<file path="src/rtl/dsched_pkg.sv">
package dsched_pkg;
  localparam int NUM_DCH  = 4;
  localparam int NUM_SLOT = 8;
  localparam int DLY_W    = 11;
  localparam int LOOP_W   = 5;
  localparam int REG_W    = 32;

  typedef struct packed {
    logic [NUM_SLOT-1:0] slots;  // 31:24
    logic [2:0]          rsvd;   // 23:21
    logic                kick;   // 20
    logic [NUM_DCH-1:0]  chain;  // 19:16
    logic [LOOP_W-1:0]   loops;  // 15:11
    logic [DLY_W-1:0]    delay;  // 10:0
  } dch_cfg_t;

  typedef enum logic [1:0] {
    OP_WRITE = 2'd0,
    OP_SET   = 2'd1,
    OP_CLEAR = 2'd2,
    OP_NONE  = 2'd3
  } reg_op_e;
endpackage

</file>
<file path="src/rtl/dsched_tick.sv">
module dsched_tick #(
  parameter int TICK_DIV = 125000
) (
  input  logic clk,
  input  logic rst,
  output logic tick
);
  localparam int PW = (TICK_DIV > 1) ? $clog2(TICK_DIV) : 1;
  localparam logic [PW-1:0] LAST = PW'(TICK_DIV - 1);

  logic [PW-1:0] pre_q;

  always_ff @(posedge clk) begin
    if (rst)                pre_q <= '0;
    else if (pre_q == LAST) pre_q <= '0;
    else                    pre_q <= pre_q + 1'b1;
  end

  assign tick = (pre_q == LAST);

  generate
    if (TICK_DIV > 1) begin : g_gap

      tick_gap_chk: assert property (@(posedge clk) disable iff (rst)
        tick |=> !tick);
    end
  endgenerate
endmodule

</file>
<file path="src/rtl/dsched_decode.sv">
module dsched_decode
  import dsched_pkg::*;
#(
  parameter int ADDR_W = 6
) (
  input  logic              wr_en,
  input  logic [ADDR_W-1:0] addr,
  output logic [NUM_DCH-1:0] sel,
  output reg_op_e           op
);
  localparam int CHW = ADDR_W - 4;

  logic [CHW-1:0] ch_idx;
  logic           valid;

  assign ch_idx = addr[ADDR_W-1:4];
  assign op     = reg_op_e'(addr[3:2]);
  assign valid  = wr_en && (addr[1:0] == 2'b00) && (op != OP_NONE);

  generate
    for (genvar i = 0; i < NUM_DCH; i++) begin : g_sel
      assign sel[i] = valid && (int'(ch_idx) == i);
    end
  endgenerate
endmodule

</file>
<file path="src/rtl/dsched_chan.sv">
module dsched_chan
  import dsched_pkg::*;
#(
  parameter int IDX = 0
) (
  input  logic             clk,
  input  logic             rst,
  input  logic             tick,
  input  logic             wr,
  input  reg_op_e          op,
  input  logic [REG_W-1:0] wdata,
  input  logic             kick_in,
  output dch_cfg_t         cfg,
  output logic             expire
);
  dch_cfg_t          cfg_q, cfg_wr;
  logic [DLY_W-1:0]  cnt_q;
  logic [LOOP_W-1:0] left_q;

  always_comb begin
    case (op)
      OP_WRITE: cfg_wr = dch_cfg_t'(wdata);
      OP_SET:   cfg_wr = cfg_q | dch_cfg_t'(wdata);
      default:  cfg_wr = cfg_q & ~dch_cfg_t'(wdata);
    endcase
    cfg_wr.rsvd = '0;
  end

  assign expire = tick && cfg_q.kick && (cnt_q <= DLY_W'(1));
  assign cfg    = cfg_q;

  always_ff @(posedge clk) begin
    if (rst) begin
      cfg_q  <= '0;
      cnt_q  <= '0;
      left_q <= '0;
    end else if (wr) begin
      cfg_q <= cfg_wr;
      if (cfg_wr.kick && !cfg_q.kick) begin
        cnt_q  <= cfg_wr.delay;
        left_q <= cfg_wr.loops;
      end
    end else if (kick_in) begin
      cfg_q.kick <= 1'b1;
      cnt_q      <= cfg_q.delay;
      left_q     <= cfg_q.loops;
    end else if (expire) begin
      cnt_q <= cfg_q.delay;
      if (left_q == '0) cfg_q.kick <= 1'b0;
      else              left_q     <= left_q - 1'b1;
    end else if (tick && cfg_q.kick) begin
      cnt_q <= cnt_q - 1'b1;
    end
  end


  countdown_step_chk: assert property (@(posedge clk) disable iff (rst)
    (cfg_q.kick && tick && cnt_q > DLY_W'(1) && !wr && !kick_in)
      |=> (cnt_q == $past(cnt_q) - 1'b1));


  loop_stop_chk: assert property (@(posedge clk) disable iff (rst)
    ($fell(cfg_q.kick) && !$past(wr))
      |-> ($past(expire) && ($past(left_q) == '0)));


  self_rearm_chk: assert property (@(posedge clk) disable iff (rst)
    (cfg_q.kick && cfg_q.chain[IDX] && !wr) |=> cfg_q.kick);
endmodule

</file>
<file path="src/rtl/delay_sched.sv">
module delay_sched
  import dsched_pkg::*;
#(
  parameter int TICK_DIV = 125000,
  parameter int ADDR_W   = 6
) (
  input  logic                clk,
  input  logic                rst,
  input  logic                reg_wr,
  input  logic [ADDR_W-1:0]   reg_waddr,
  input  logic [REG_W-1:0]    reg_wdata,
  input  logic [ADDR_W-1:0]   reg_raddr,
  output logic [REG_W-1:0]    reg_rdata,
  output logic [NUM_SLOT-1:0] slot_start,
  output logic [NUM_DCH-1:0]  dch_kick
);
  localparam int CHW = ADDR_W - 4;

  logic                tick;
  logic [NUM_DCH-1:0]  wr_sel;
  reg_op_e             wr_op;
  dch_cfg_t            cfg [NUM_DCH];
  logic [NUM_DCH-1:0]  expire;
  logic [NUM_SLOT-1:0] slot_nx;
  logic [NUM_DCH-1:0]  kick_nx;
  logic [CHW-1:0]      rch;
  logic                rd_hit;

  dsched_tick #(.TICK_DIV(TICK_DIV)) u_tick (
    .clk (clk),
    .rst (rst),
    .tick(tick)
  );

  dsched_decode #(.ADDR_W(ADDR_W)) u_dec (
    .wr_en(reg_wr),
    .addr (reg_waddr),
    .sel  (wr_sel),
    .op   (wr_op)
  );

  generate
    for (genvar i = 0; i < NUM_DCH; i++) begin : g_ch
      dsched_chan #(.IDX(i)) u_ch (
        .clk    (clk),
        .rst    (rst),
        .tick   (tick),
        .wr     (wr_sel[i]),
        .op     (wr_op),
        .wdata  (reg_wdata),
        .kick_in(kick_nx[i]),
        .cfg    (cfg[i]),
        .expire (expire[i])
      );


      chain_reach_chk: assert property (@(posedge clk) disable iff (rst)
        dch_kick[i] |-> (cfg[i].kick || $past(wr_sel[i])));
    end
  endgenerate

  always_comb begin
    slot_nx = '0;
    kick_nx = '0;
    for (int i = 0; i < NUM_DCH; i++) begin
      if (expire[i]) begin
        slot_nx = slot_nx | cfg[i].slots;
        kick_nx = kick_nx | cfg[i].chain;
      end
    end
  end

  always_ff @(posedge clk) begin
    if (rst) begin
      slot_start <= '0;
      dch_kick   <= '0;
    end else begin
      slot_start <= slot_nx;
      dch_kick   <= kick_nx;
    end
  end

  assign rch    = reg_raddr[ADDR_W-1:4];
  assign rd_hit = (reg_raddr[1:0] == 2'b00) && (reg_raddr[3:2] != 2'b11)
                  && (int'(rch) < NUM_DCH);

  always_ff @(posedge clk) begin
    if (rst)         reg_rdata <= '0;
    else if (rd_hit) reg_rdata <= cfg[rch];
    else             reg_rdata <= '0;
  end


  strobe_on_tick_chk: assert property (@(posedge clk) disable iff (rst)
    (|slot_start) |-> $past(tick));
endmodule

</file>
<file path="config.mk">
export PLATFORM = sky130hd
export DESIGN_NAME = delay_sched
export DESIGN_NICKNAME = d
export VERILOG_FILES = /design/src/rtl/dsched_pkg.sv /design/src/rtl/dsched_tick.sv /design/src/rtl/dsched_decode.sv /design/src/rtl/dsched_chan.sv /design/src/rtl/delay_sched.sv
export SDC_FILE = /design/constraint.sdc
export NUM_CORES = 1
export LEC_CHECK = 0
export BUFFER_PORTS_ARGS = -buffer_cell sky130_fd_sc_hd__buf_2
export CAP_MARGIN = 20
export CORE_UTILIZATION = 60
export DETAILED_ROUTE_END_ITERATION = 16
export HOLD_SLACK_MARGIN = 0.15
export PLACE_DENSITY = 0.81
export SYNTH_ARGS = -nofsm -noshare
export SYNTH_HDL_FRONTEND = slang
export SYNTH_SLANG_ARGS = --single-unit
</file>
<file path="constraint.sdc">
create_clock -name clk -period 3.26 [get_ports clk]
set_clock_uncertainty 0.1 [all_clocks]
set_input_delay 0.652 -clock clk [delete_from_list [all_inputs] [get_ports clk]]
set_output_delay 0.652 -clock clk [all_outputs]
set_load 0.03 [all_outputs]
</file>
# Word level (Yosys, flattened, before mapping)
# Index checks and enable logic that the tools add are counted.
totals:
  inputBits: 47
  reg_bits: 241
  out_inout_bits: 44
  word_cells: 206
op_classes:
  magnitude_cmp: 5
  add_sub_neg: 9
  n_eq_ne: 15
  muxes: 71
  bitwise: 17
  n_reduce_logical: 57
ops:
  columns: ["cell", "count"]
  rows:
  - ["$pmux W32 S2", 4]
  - ["$mux W11", 20]
  - ["$and A32 B32 Y32", 4]
  - ["$or A32 B32 Y32", 4]
  - ["$mux W5", 20]
  - ["$bmux W32 S2", 1]
  - ["$mux W32", 2]
  - ["$le A11 B1 Y1 const B", 4]
  - ["$sub A11 B1 Y11 const B", 4]
  - ["$mux W8", 4]
  - ["$not A32 Y32", 1]
  - ["$or A8 B8 Y8", 3]
  - ["$reduce_bool A3 Y1", 8]
  - ["$logic_not A5 Y1", 4]
  - ["$sub A5 B1 Y5 const B", 4]
  - ["$logic_and A1 B1 Y1", 19]
  - ["$add A17 B1 Y17 const B", 1]
  - ["$eq A17 B17 Y1 const B", 1]
  - ["$mux W1", 16]
  - ["$mux W4", 4]
  - ["$reduce_and A2 Y1", 8]
  - ["$reduce_bool A4 Y1", 4]
  - ["$ne A2 B2 Y1 const B", 6]
  - ["$ne A3 B2 Y1 const B", 4]
  - ["other kinds (10)", 24]

# Depth between registers and ports, before layout
logic_depth:
  ltp_word: 12
  mapped_depth: 10
  mapped_depth_nobuf: 8

# By module
# From an unflattened synthesis, not the netlist that was laid out.
hier_totals:
  cells_unflattened: 1597
  hier_area_um2: 13432.9
by_module_without_submodules:
  columns: ["mod", "cells_per_inst", "area_per_inst_um2", "seq_area_each_um2", "n_inst"]
  rows:
  - ["dsched_chan at g_ch[2].u_ch ...", 340, 2628.8, 900.9, 2]
  - ["dsched_chan at g_ch[0].u_ch ...", 326, 2570.0, 900.9, 2]
  - ["delay_sched", 165, 2185.8, 880.8, 1]
  - ["dsched_tick", 89, 778.2, 340.3, 1]
  - ["dsched_decode", 11, 71.3, 0.0, 1]

# Least setup slack after synthesis
# No wires, ideal clock.
synth_path:
  path_kind: "input-to-reg"
  startpoint: "in reg_waddr[1]"
  endpoint: "reg g_ch[0].u_ch.cnt_q[10]"
  t_arrival_ns: 2.478
  path_slack_ns: 0.614
  t_required_ns: 3.093
  setup_time_ns: 0.067
  path_stages: 8
  path_buffers: 2
  cell_sequence: "or4_4 -> or2_1 -> buf_6 -> or3_4 -> o21a_1 -> buf_6 -> a211o_1 -> a21oi_2"
synth_between:
  elab_chain_cells: 6
  word_cells_on_any_way: 8
  cone_classes: "eq/ne: 1; mux: 1; reduce/logical: 6"
synth_rtl:
  columns: ["item", "line", "text"]
  rows:
  - ["start, declared", "delay_sched.sv:10", "input logic [ADDR_W-1:0] reg_waddr,"]
  - ["$logic_not A2 Y1 *", "dsched_decode.sv:18", "assign valid = wr_en && (addr[1:0] == 2'b00) && (op != OP_NONE);"]
  - ["$logic_and A1 B1 Y1 * (2 in series)", "dsched_decode.sv:18", null]
  - ["$logic_and A1 B1 Y1 *", "dsched_decode.sv:22", "assign sel[i] = valid && (int'(ch_idx) == i);"]
  - ["$reduce_bool A4 Y1 (no line) or $ne A2 B2 Y1 (tied branches)", null, null]
  - ["$reduce_and A2 Y1 (no line)", null, null]
  - ["end signal, assigned", "dsched_chan.sv:40", "cnt_q <= cfg_wr.delay;"]
  - ["end signal, assigned", "dsched_chan.sv:45", "cnt_q <= cfg_q.delay;"]
  - ["end signal, assigned", "dsched_chan.sv:48", "cnt_q <= cfg_q.delay;"]
  - ["end, declared", "dsched_chan.sv:17", "logic [DLY_W-1:0] cnt_q;"]
# Mark *: on every way between the ends. The rest lies on a longest branch, timed or not.
# A chain may end at the register's enable or synchronous reset.

# Worst setup path after layout
layout_path:
  startpoint: "reg g_ch[1].u_ch.cnt_q[1]"
  endpoint: "reg g_ch[2].u_ch.cnt_q[1]"
layout_between:
  elab_chain_cells: 9
  word_cells_on_any_way: 11
  cone_classes: "order compare: 1; mux: 5; bitwise: 2; reduce/logical: 3"
layout_rtl:
  columns: ["item", "line", "text"]
  rows:
  - ["start, declared", "dsched_chan.sv:17", null]
  - ["start signal, assigned", "dsched_chan.sv:40", null]
  - ["start signal, assigned", "dsched_chan.sv:45", null]
  - ["start signal, assigned", "dsched_chan.sv:48", null]
  - ["$le A11 B1 Y1 *", "dsched_chan.sv:29", "assign expire = tick && cfg_q.kick && (cnt_q <= DLY_W'(1));"]
  - ["$logic_and A1 B1 Y1 *", "dsched_chan.sv:29", null]
  - ["$mux W4 *", "delay_sched.sv:66", "if (expire[i]) begin"]
  - ["$or A4 B4 Y4", "delay_sched.sv:68", "kick_nx = kick_nx | cfg[i].chain;"]
  - ["$mux W4 *", "delay_sched.sv:66", null]
  - ["$or A4 B4 Y4", "delay_sched.sv:68", null]
  - ["$mux W4 *", "delay_sched.sv:66", null]
  - ["$reduce_bool A4 Y1 (no line) or $mux W11 (tied branches)", null, null]
  - ["$reduce_and A2 Y1 (no line) or $mux W11 (tied branches)", null, null]
  - ["end signal, assigned", "dsched_chan.sv:45", null]
  - ["end signal, assigned", "dsched_chan.sv:48", null]
  - ["end signal, assigned", "dsched_chan.sv:52", "cnt_q <= cnt_q - 1'b1;"]
  - ["end, declared", "dsched_chan.sv:17", null]
# Marked as above.

==> results.cfg <==
[cts]
post_cts_buffers = 0
hold_buffers = 0
cts.sinks = 238
cts_tree = yes
root_buffer = clkbuf_16
clkTransAtPathRegs_ns = 0.06
cts_max_level = 1
clock_path_buffers = 3
clock_latency_ns = 0.55
cts_resized = 0
cts_buffers = 27

[drt]
drt_first_pass_iters = 6
wl_microns = 42400
drtIter0Drc = 2115
post_drt_via_cell_ratio = 6.767
detail-route-antenna-nets = 0
dr_total_vias = 13060
drc = 0
wl_per_cell_microns = 21.97

[setup_path]
endpoint_kind = register
worstSetupEndpoint = g_ch[2].u_ch.cnt_q[1]
rrSetupSlack_ns = 0.27
r2r-start = g_ch[1].u_ch.cnt_q[1]
ff2ff_path_depth = 8
cp_max_fo = 7
cp.required_ns = 3.60
r2r_end = g_ch[2].u_ch.cnt_q[1]
critPathArrivalTime_ns = 3.33
startpoint = g_ch[1].u_ch.cnt_q[1]
worstSetupStartpointType = register
critical_path_class = register to register

[layout]
area_growth_pct = 13.39
drive_gt1_share_pct = 15.66
nets = 1702
final_area_sq_um = 14760

[sta]
fin_crit_ns = 2.991
tightest_slew_ns = 0.9016
hold_viol = 0
setup_tns_ns = 0
relSlewSlack_pct = 39.05
timing.final.max_slew_violations = 0
finalCritPeriodShare_pct = 91.76
timing.fmax_mhz = 334.3
setup_viol = 0
rsz0062_at_grt = no
fin_ws_ns = 0.2686

[die]
core.rowCount = 53
core_sq_um = 21150
start_util_pct = 61.51
io_pins = 91
fp.dieH_microns = 149.3
die_x_microns = 149.3
dieArea_sq_um = 22280

[global_route]
antenna_found_initial = 0
grt_pass1_vias = 12024
grt_max_degree = 95
grt_pass1_wl_microns = 65580
grt-ovfl-total = 0
track_usage_pct = 37.91

[power_and_ir_drop]
power.density_nw_per_um2 = 436.0
pwr-share-clk_pct = 47.4
p_int_mw = 4.868
switching_power_mw = 1.566
p_leak_nw = 5.559
swShare_pct = 24.33
p_comb_share_pct = 6.8
seq_power_share_pct = 45.8
peakVddDrop_mv = 0.3924

[synthesis]
synth_edf_count = 0
async_flop_share_pct = 0
ys.flop_type = dfxtp_1
yosys_warnings = 0
yosysSeqAreaShare_pct = 36.62
avgSynthCellArea_sq_um = 8.283
ys_seq_elements = 238
ys_types = 88
syn-cell-area_sq_um = 13010
synth_cells = 1571

[placement]
place_area_sq_um = 13880
dp_slack_ns = 0.3378
gp_congestion = 1.026
io_buffers = 84
place_hpwl_microns = 29530

[job]
drv_cap = 0

[status]
status = completed

[hold_path]
hold_path_class = input pin to register
==> layout make-up <==
class                      count  area, sq um
clock buffer                  36        769.5
sequential                   238         4765
inverter                      25        93.84
clock inverter                 9        105.1
tap                          275        344.1
multi-input combinational   1201         7720
fill                        1716         6399
timing repair buffer         145        955.9
antenna                        1        2.502
==> routing by layer <==
metal / part of all wire [%] / global-route usage [%] / vias up
li1: - / - / 5909
met1: 40 / 53.12 / 6165
met2: 43 / 56.84 / 869
met3: 13 / 7.829 / 117
met4: 3.9 / 15.05 / 0
met5: 0 / 0 / -
==> synth_stat cells (10+ instances only) <==
library cell	count	share of area (%)
dfxtp_1	238	37
a21oi_1	192	7.4
nand2_1	183	5.3
nor2_1	147	4.2
o21ai_0	124	4.8
clkbuf_1	73	2.1
nor2b_1	46	2.2
nand4_1	32	1.5
a211oi_1	31	1.8
nand3_1	30	1.2
xnor2_1	30	2.0
mux4_2	29	5.0
inv_1	25	0.72
nor3_1	25	0.96
xor2_1	25	1.7
nor3b_1	19	1.1
mux2i_1	18	1.4
ha_1	17	1.6
a31oi_1	16	0.77
buf_2	16	0.62
a21o_1	13	0.75
a311oi_1	13	0.88
mux2_1	13	1.1
a211o_1	11	0.74
and4_1	11	0.74
buf_1	10	0.29
o31ai_1	10	0.58
==> critical path, cell delays in order (launching register included) <==
cell and delay (ns):
dfxtp_1 0.39, inv_1 0.10, ha_1 0.18, o21bai_1 0.32, nand4_1 0.34, o211ai_2 0.20
o21ai_0 0.58, nand2_1 0.32, o221a_2 0.35
==> registers in the layout, summed over array words and instances, names as in the netlist <==
name and flops:
g_ch.u_ch.cnt_q 44, reg_rdata 29, u_tick.pre_q 17, g_ch.u_ch.left_q 20
g_ch.u_ch.cfg 116, dch_kick 4, slot_start 8
==> placed cells by master (no fill, tap or decap), types with 19 or more instances in the layout <==
cell type,n
a211oi_1,31
nor3_1,25
nand2_1,182
mux4_2,29
nand4_1,32
clkbuf_16,27
nor2_1,144
inv_1,25
nand3_1,28
xor2_1,25
a21oi_1,192
xnor2_1,30
o21ai_0,124
buf_2,83
nor2b_1,46
buf_4,56
dfxtp_1,238
nor3b_1,19
==> power by group through the flow <==
stage | Clock [mW] | Sequential (mW) | Combinational [mW]
after CTS | 3.04 | 2.95 | 0.423
after detailed placement | 0 | 3.01 | 0.420
after floorplan | 0 | 3.00 | 0.259
after global placement | 0 | 3.01 | 0.414
after global routing | 3.17 | 2.95 | 0.463
final | 3.05 | 2.95 | 0.439
==> logic make-up after synthesis <==
family / count (synthesis) / share of synthesized area [%]
compound gates: 502 / 24.03
buf+inv: 134 / 4.308
other cells: 1 / 0.02882
mux: 64 / 7.875
simple gates: 560 / 21.81
xor+xnor: 55 / 3.702
fa+ha+maj: 17 / 1.635
flops: 238 / 36.62
==> how the worst min path moves through the flow <==
stage                     cells after the start                    to             from  slack, ns
final                                         3  g_ch[1].u_ch.cfg[27]    reg_wdata[27]       0.28
after global routing                          3   g_ch[1].u_ch.cfg[7]     reg_wdata[7]       0.28
after CTS                                     3   g_ch[0].u_ch.cfg[7]     reg_wdata[7]       0.27
after detailed placement                      1       u_tick.pre_q[0]  u_tick.pre_q[0]       0.36
after global placement                        1       u_tick.pre_q[0]  u_tick.pre_q[0]       0.35
after floorplan                               1       u_tick.pre_q[0]  u_tick.pre_q[0]       0.33
==> per-stage QoR <==
| stage | utilization, % | total power, mW | hold slack, ns | cells |
|---|---|---|---|---|
| 2_1_floorplan | - | 3.263 | 0.3297 | 1573 |
| 4_1_cts | 69.74 | 6.413 | 0.2685 | 1929 |
| 3_5_place_dp | 65.61 | 3.431 | 0.3583 | 1884 |
| 3_3_place_gp | 65.61 | 3.424 | 0.3457 | 1884 |
| 6_report | 69.75 | 6.434 | 0.2787 | 1930 |
| 5_1_grt | 69.74 | 6.577 | 0.2784 | 1929 |
Power figures use the tool's default switching activity.
